`src/rtl/spi_cmd_pkg.sv`:
```
package spi_cmd_pkg;

  localparam int STAT_W = 16;
  localparam int OP_W   = 8;

  localparam logic [OP_W-1:0] OP_GRANT  = 8'h06;
  localparam logic [OP_W-1:0] OP_REVOKE = 8'h04;
  localparam logic [OP_W-1:0] OP_WRWORD = 8'h02;
  localparam logic [OP_W-1:0] OP_RDDIAG = 8'h05;
  localparam logic [OP_W-1:0] OP_RDWORD = 8'h03;

  localparam int B_LDO  = 15;
  localparam int B_DRV1 = 14;
  localparam int B_DRV2 = 13;
  localparam int B_FSEL = 10;
  localparam int B_BUCK = 9;
  localparam int B_TEST = 1;
  localparam int B_DIAG = 0;

  typedef enum logic [2:0] {
    FS_IDLE,
    FS_CMD,
    FS_WDATA,
    FS_RDATA,
    FS_HOLD
  } frame_state_t;

  function automatic logic [STAT_W-1:0] bit_at(input int pos);
    logic [STAT_W-1:0] v;
    v = '0;
    v[pos] = 1'b1;
    return v;
  endfunction

  function automatic logic [STAT_W-1:0] live_mask();
    return bit_at(B_LDO) | bit_at(B_DRV1) | bit_at(B_DRV2) | bit_at(B_FSEL)
         | bit_at(B_BUCK) | bit_at(B_TEST) | bit_at(B_DIAG);
  endfunction

  // Word as it is stored: dead bits dropped, test mode keeps only the low two.
  function automatic logic [STAT_W-1:0] clean_word(input logic [STAT_W-1:0] raw);
    logic [STAT_W-1:0] m;
    m = raw[B_TEST] ? (bit_at(B_TEST) | bit_at(B_DIAG)) : live_mask();
    return raw & m;
  endfunction

  function automatic logic is_known_op(input logic [OP_W-1:0] op);
    return (op == OP_GRANT) || (op == OP_REVOKE) || (op == OP_WRWORD)
        || (op == OP_RDDIAG) || (op == OP_RDWORD);
  endfunction

endpackage

```
`src/rtl/spi_edge_sync.sv`:
```
module spi_edge_sync #(
  parameter int SYNC_STAGES = 2
) (
  input  logic clk,
  input  logic rst,
  input  logic sclk,
  input  logic cs_n,
  input  logic mosi,
  output logic sclk_rise,
  output logic sclk_fall,
  output logic cs_idle,
  output logic mosi_s
);
  localparam int LANES = 3;
  localparam logic [LANES-1:0] RST_LANES = 3'b010;

  logic [SYNC_STAGES-1:0][LANES-1:0] chain;
  logic [LANES-1:0] last;
  logic sclk_prev;

  assign last = chain[SYNC_STAGES-1];

  always_ff @(posedge clk) begin
    if (rst) begin
      for (int i = 0; i < SYNC_STAGES; i++) chain[i] <= RST_LANES;
      sclk_prev <= 1'b0;
    end else begin
      chain[0] <= {mosi, cs_n, sclk};
      for (int i = 1; i < SYNC_STAGES; i++) chain[i] <= chain[i-1];
      sclk_prev <= last[0];
    end
  end

  assign sclk_rise = last[0] & ~sclk_prev;
  assign sclk_fall = ~last[0] & sclk_prev;
  assign cs_idle   = last[1];
  assign mosi_s    = last[2];

endmodule

```
`src/rtl/spi_frame_ctrl.sv`:
```
module spi_frame_ctrl
  import spi_cmd_pkg::*;
#(
  parameter int DIAG_W = 8
) (
  input  logic              clk,
  input  logic              rst,
  input  logic              sclk_rise,
  input  logic              sclk_fall,
  input  logic              cs_idle,
  input  logic              mosi_s,
  input  logic              wel_q,
  input  logic [STAT_W-1:0] status_q,
  input  logic [DIAG_W-1:0] diag_in,
  output logic              wel_set,
  output logic              wel_clr,
  output logic              wr_commit,
  output logic [STAT_W-1:0] wr_data,
  output logic              miso_d,
  output logic              miso_oe
);
  localparam int CNT_W = $clog2(STAT_W);
  localparam logic [CNT_W-1:0] CMD_LAST  = CNT_W'(OP_W - 1);
  localparam logic [CNT_W-1:0] WORD_LAST = CNT_W'(STAT_W - 1);
  localparam int PAD_W = STAT_W - DIAG_W;

  frame_state_t state;
  logic [CNT_W-1:0]  cnt;
  logic [STAT_W-1:0] rx_sh;
  logic [STAT_W-1:0] tx_sh;
  logic [STAT_W-1:0] rx_next;
  logic [OP_W-1:0]   cmd_byte;
  logic              cmd_done;
  logic              word_done;

  assign rx_next   = {rx_sh[STAT_W-2:0], mosi_s};
  assign cmd_byte  = rx_next[OP_W-1:0];
  assign cmd_done  = (state == FS_CMD) && sclk_rise && (cnt == CMD_LAST);
  assign word_done = (state == FS_WDATA) && sclk_rise && (cnt == WORD_LAST);

  assign wel_set   = cmd_done && (cmd_byte == OP_GRANT);
  assign wel_clr   = cmd_done && (cmd_byte == OP_REVOKE);
  assign wr_commit = word_done && wel_q;
  assign wr_data   = rx_next;
  assign miso_oe   = (state != FS_IDLE);

  always_ff @(posedge clk) begin
    if (rst) begin
      state  <= FS_IDLE;
      cnt    <= '0;
      rx_sh  <= '0;
      tx_sh  <= '0;
      miso_d <= 1'b0;
    end else if (cs_idle) begin
      state  <= FS_IDLE;
      cnt    <= '0;
      miso_d <= 1'b0;
    end else begin
      unique case (state)
        FS_IDLE: begin
          state <= FS_CMD;
          cnt   <= '0;
        end
        FS_CMD: begin
          if (sclk_rise) begin
            rx_sh <= rx_next;
            cnt   <= cnt + 1'b1;
            if (cnt == CMD_LAST) begin
              cnt <= '0;
              if (!is_known_op(cmd_byte)) begin
                state <= FS_HOLD;
              end else if (cmd_byte == OP_WRWORD) begin
                state <= FS_WDATA;
              end else if (cmd_byte == OP_RDWORD) begin
                tx_sh <= status_q;
                state <= FS_RDATA;
              end else if (cmd_byte == OP_RDDIAG) begin
                tx_sh <= {diag_in, {PAD_W{1'b0}}};
                state <= FS_RDATA;
              end else begin
                state <= FS_HOLD;
              end
            end
          end
        end
        FS_WDATA: begin
          if (sclk_rise) begin
            rx_sh <= rx_next;
            cnt   <= cnt + 1'b1;
            if (cnt == WORD_LAST) state <= FS_HOLD;
          end
        end
        FS_RDATA: begin
          if (sclk_fall) begin
            miso_d <= tx_sh[STAT_W-1];
            tx_sh  <= {tx_sh[STAT_W-2:0], 1'b0};
          end
        end
        default: ;
      endcase
    end
  end

endmodule

```
`src/rtl/spi_status_reg.sv`:
```
module spi_status_reg
  import spi_cmd_pkg::*;
(
  input  logic              clk,
  input  logic              rst,
  input  logic              wel_set,
  input  logic              wel_clr,
  input  logic              wr_commit,
  input  logic [STAT_W-1:0] wr_data,
  output logic              wel_q,
  output logic [STAT_W-1:0] status_q
);
  always_ff @(posedge clk) begin
    if (rst) begin
      wel_q    <= 1'b0;
      status_q <= '0;
    end else begin
      if (wr_commit) begin
        status_q <= clean_word(wr_data);
        wel_q    <= 1'b0;
      end else if (wel_set) begin
        wel_q <= 1'b1;
      end else if (wel_clr) begin
        wel_q <= 1'b0;
      end
    end
  end
endmodule

```
`src/rtl/spi_cmd_regif.sv`:
```
module spi_cmd_regif
  import spi_cmd_pkg::*;
#(
  parameter int DIAG_W      = 8,
  parameter int SYNC_STAGES = 2
) (
  input  logic              clk,
  input  logic              rst,
  input  logic              spi_sclk,
  input  logic              spi_cs_n,
  input  logic              spi_mosi,
  output logic              spi_miso,
  output logic              spi_miso_oe,
  input  logic [DIAG_W-1:0] diag_in,
  output logic              ldo_en,
  output logic              drv1_en,
  output logic              drv2_en,
  output logic              fsel_high,
  output logic              buck_en,
  output logic              test_mode,
  output logic              diag_start
);
  logic sclk_rise, sclk_fall, cs_idle, mosi_s;
  logic wel_set, wel_clr, wr_commit, wel_q;
  logic [STAT_W-1:0] wr_data;
  logic [STAT_W-1:0] status_q;

  spi_edge_sync #(.SYNC_STAGES(SYNC_STAGES)) u_sync (
    .clk(clk), .rst(rst), .sclk(spi_sclk), .cs_n(spi_cs_n), .mosi(spi_mosi),
    .sclk_rise(sclk_rise), .sclk_fall(sclk_fall), .cs_idle(cs_idle), .mosi_s(mosi_s)
  );

  spi_frame_ctrl #(.DIAG_W(DIAG_W)) u_frame (
    .clk(clk), .rst(rst), .sclk_rise(sclk_rise), .sclk_fall(sclk_fall),
    .cs_idle(cs_idle), .mosi_s(mosi_s), .wel_q(wel_q), .status_q(status_q),
    .diag_in(diag_in), .wel_set(wel_set), .wel_clr(wel_clr), .wr_commit(wr_commit),
    .wr_data(wr_data), .miso_d(spi_miso), .miso_oe(spi_miso_oe)
  );

  spi_status_reg u_reg (
    .clk(clk), .rst(rst), .wel_set(wel_set), .wel_clr(wel_clr),
    .wr_commit(wr_commit), .wr_data(wr_data), .wel_q(wel_q), .status_q(status_q)
  );

  assign ldo_en     = status_q[B_LDO];
  assign drv1_en    = status_q[B_DRV1];
  assign drv2_en    = status_q[B_DRV2];
  assign fsel_high  = status_q[B_FSEL];
  assign buck_en    = status_q[B_BUCK];
  assign test_mode  = status_q[B_TEST];
  assign diag_start = status_q[B_DIAG];

endmodule

```
`config.mk`:
```
export PLATFORM = sky130hd
export DESIGN_NAME = spi_cmd_regif
export DESIGN_NICKNAME = d
export VERILOG_FILES = /design/src/rtl/spi_cmd_pkg.sv /design/src/rtl/spi_edge_sync.sv /design/src/rtl/spi_frame_ctrl.sv /design/src/rtl/spi_status_reg.sv /design/src/rtl/spi_cmd_regif.sv
export SDC_FILE = /design/constraint.sdc
export NUM_CORES = 1
export LEC_CHECK = 0
export CAP_MARGIN = 20
export CORE_ASPECT_RATIO = 1.2
export CORE_UTILIZATION = 59
export CTS_BUF_LIST = sky130_fd_sc_hd__clkbuf_4 sky130_fd_sc_hd__clkbuf_8
export CTS_CLUSTER_DIAMETER = 150
export DETAILED_ROUTE_END_ITERATION = 8
export DONT_BUFFER_PORTS = 1
export PLACE_DENSITY = 0.78
export RECOVER_POWER = 25
export SLEW_MARGIN = 0
export SYNTH_ARGS = -nofsm -noshare
export SYNTH_HDL_FRONTEND = slang
export SYNTH_SLANG_ARGS = --single-unit
```
`constraint.sdc`:
```
create_clock -name clk -period 1.8 [get_ports clk]
set_input_delay 0.09 -clock clk [delete_from_list [all_inputs] [get_ports clk]]
set_output_delay 0.09 -clock clk [all_outputs]
set_load 0.03 [all_outputs]
```
==> impl_results.rst <==
.. list-table::
   :header-rows: 1

   * - Metric
     - Value
   * - Netlist Area Pre-Place
     - about 0.0026 mm^2
   * - Highest-delay cell along the critical path
     - dfxtp_4
   * - Area added between synthesis and finish
     - 14.9%
   * - Setup repair after global routing missed its margin
     - true
   * - Worst-path cell chain
     - nor4b_4 -> nand4_4 -> a311oi_4 -> mux2_2
   * - Initial DRT Pass Iterations
     - 5
   * - Cell row count
     - 25
   * - Number of remaining DRC errors
     - 0
   * - FFs w/ async S/R, synth
     - 0%
   * - DIE HEIGHT
     - about 74 um
   * - Hold Path Origin
     - rst
   * - Iteration-0 DRC Markers
     - just under 100
   * - Die ar.
     - between 0.004 and 0.005 mm^2
   * - Area of placed instances
     - 0.00272 mm^2
   * - Syn_nets
     - approximately 290
   * - Worst voltage drop across the vdd grid
     - between 500 and 600 uV
   * - Number of max-slew violations in the final report
     - 0
   * - Wire length of the first global-routing pass
     - around 8200 um
   * - Synth area leaders
     - dfxtp_1 42%, mux2i_1 11%, nor2_1 4.4%
   * - Proportion of netlist area held by the largest area contributor
     - a little over two fifths
   * - Overall global routing resource usage
     - between 20% and 30%
   * - Worst skew pair latency
     - roughly 0.31 ns
   * - Data required time of the critical path
     - around 2 ns
   * - Number of nets in the finished design
     - slightly above 300
   * - Ratio of cells with drive above 1 in the final layout
     - 23.7%
   * - Top fanout value on the critical path
     - 6
   * - Number of synthesized flops with an enable pin
     - 0
   * - Status
     - finished clean
   * - Starting utilization of the core area
     - 63.1%
   * - Type of element capturing the critical path
     - register
   * - Avg Synthesized Cell Area
     - 9.44 um^2
   * - CP Launch Type
     - register
   * - Number of antenna violations at the first check in global routing
     - 0
   * - Count of placed standard cells in the final layout, fillers left out
     - between 300 and 400
   * - Final design instance area without fill
     - 0.00295 mm^2
   * - Cell accounting for the most synthesized area
     - dfxtp_1
   * - #FFs+latches synth
     - 54
   * - Slew HR
     - ~60%
   * - Worst path arrival time
     - 1.96 ns
   * - R2r startpoint
     - u_frame.rx_sh[5]$_SDFFE_PP0P_
   * - Routed WL
     - a little over 5000 um
   * - Clock sinks
     - 54
   * - Routed WL per cell
     - about 15 um
   * - Worst clock skew
     - about 0.0088 ns
   * - Number of cells produced by synthesis
     - around 270
   * - Category of the critical setup timing path
     - register to register
   * - H-Tree Level Count
     - 2
   * - Yosys warnings
     - 0
   * - Maximum capacitance violations
     - 0
   * - Remaining global-route overflow
     - 0
   * - First element of the critical path
     - u_frame.rx_sh[5]$_SDFFE_PP0P_
   * - Crit share post-route
     - between 90% and 100%
   * - Maximum buffer depth of the clock tree
     - 2
   * - HPWL reported at the end of detailed placement
     - 3350 um
   * - Number of diodes added for antenna fixing
     - 0
   * - Vias in the first global route
     - 1801
   * - Total clock buffers created by CTS
     - 5
   * - Clock slew seen by the registers of the worst setup and hold paths
     - roughly 0.1 ns
   * - Core Region
     - 0.00407 mm^2
   * - Most frequent cells in the layout
     - 48 x dfxtp_1, 30 x nor2_1, 27 x mux2i_1
   * - Avg Vias per Cell
     - between 5 and 6
   * - Most common cell after layout, fill and taps aside
     - dfxtp_1
   * - Timing-limited maximum frequency
     - around 0.57 GHz
   * - Count of vias placed by the detailed router
     - roughly 2000
   * - Power per Cell Area
     - 678 mW/mm^2
   * - Leading register cell type out of synthesis
     - dfxtp_1
   * - Largest stage delay, worst path
     - approximately 0.38 ns
   * - Num ports
     - 22
   * - Static Leak
     - around 1.2 nW
   * - Final hold vios
     - 0
   * - Number of port buffers
     - 0
   * - Register area share after synthesis
     - between 40% and 50%
   * - Final number of setup-violating endpoints
     - 0
   * - Slew at the pin with the worst max-slew slack
     - 0.576 ns
   * - Width of the die
     - 62.2 um
   * - Count of cell types in the netlist
     - 50
   * - Min Clock Period, post-route
     - between 1.5 and 2 ns
   * - Path category of the worst min-delay check
     - input pin to register
   * - Root buffer cell
     - clkbuf_8
   * - Pin count of the biggest net entering global routing
     - about 50
   * - Antenna Nets Post-Route
     - 0
   * - Clock tree from TritonCTS
     - yes
   * - # placed instances
     - around 330
   * - Weighted congestion at the end of routability-driven global placement
     - a little over 0.8
## worst max-delay path: cells and delay by family, from the launching register on
family | cells | cell delay (ns)
multiplexers | 1 | 0.38
AO/OA/AOI/OAI | 1 | 0.38
flip-flops | 1 | 0.38
AND/OR/NAND/NOR | 2 | 0.52
## metrics by stage
step / utilization (%) / power [mW] / setup TNS, ns / hold WS [ns] / setup slack [ns]
2_1_floorplan: - / 1.29 / -0.115 / 0.194 / -0.0287
3_3_place_gp: 66.9 / 1.28 / 0 / 0.162 / 0.0303
3_5_place_dp: 66.9 / 1.28 / -0.0283 / 0.166 / -0.0283
4_1_cts: 70.9 / 2.01 / 0 / 0.0122 / 0.0000813
5_1_grt: 72.5 / 2.06 / -0.260 / 0.00923 / -0.0645
6_report: 72.5 / 2.00 / 0 / 0.00523 / 0.0443
## what timing repair did
| item | in CTS | in global routing |
|---|---|---|
| hold buffers | 4 | 0 |
| resized for setup | 1 | 13 |
| pin swaps | 0 | 3 |
| hold endpoints to repair | 43 | 0 |
| setup buffers | 1 | 4 |
| setup endpoints to repair | 2 | 24 |
## power by group
part	internal, mW	switching (mW)	total [mW]
Sequential	1.20	0.00703	1.21
Clock	0.334	0.388	0.721
Combinational	0.0350	0.0363	0.0713
Total	1.57	0.431	2.00
## state kept, by name, indices dropped and copies added (netlist names)
register,count
u_frame.tx_sh,16
u_frame.rx_sh,15
u_reg.status_q,7
u_frame.cnt,4
u_frame.state,3
u_sync.chain,3
u_sync.last,3
u_frame.miso_d,1
u_reg.wel_q,1
u_sync.sclk_prev,1
## cell type report
type,count,area [um^2]
multi-input cells,194,1420
fillers,308,1120
flip-flops and latches,54,1090
repair buffers,32,260
clock buffers,7,90.1
well taps,54,67.6
inverters,3,11.3
clock inverters,1,8.76
## final timing paths
kind                                        end  slack, ns  depth (start not counted)
setup / recovery  u_frame.tx_sh[5]$_SDFFE_PP0P_       0.04                          4
hold / removal    u_frame.tx_sh[6]$_SDFFE_PP0P_      0.005                          2
setup reg to reg  u_frame.tx_sh[5]$_SDFFE_PP0P_       0.04                          4
hold reg to reg       u_sync.last[1]$_SDFF_PP1_       0.42                          1
## metal layers
layer	GRT usage, %	up-vias	routed length [um]
met5	0	-	0
met4	8.53	0	39
met3	5.37	4	220
met2	38.9	41	2500
met1	28.3	983	2350
li1	-	1013	-
## cell families (layout without fill, tap and decap cells)
logic type                 count (synthesis)  in the layout  synth area share, %
and+or+nand+nor                          113            113                 26.1
xor gates and xnor gates                   2              2                0.682
AOI/OAI and AO/OA                         42             42                 11.8
DFF                                       54             54                 42.1
adders and majority gates                  3              3                 1.27
muxes                                     34             34                 14.0
buffers and inverters                     24             43                 4.00
## synthesized netlist by cell type (all sizes together), types with 4 or more instances
master / n
dfxtp: 54
nand2: 13
o21ai: 8
a21oi: 15
nor2: 30
buf: 4
mux2i: 27
nor3: 5
a311o: 6
clkbuf: 17
or3b: 6
nand3: 10
mux2: 7
nor2b: 13
nand2b: 13
No activity file was read; power rests on OpenSTA's default activity.
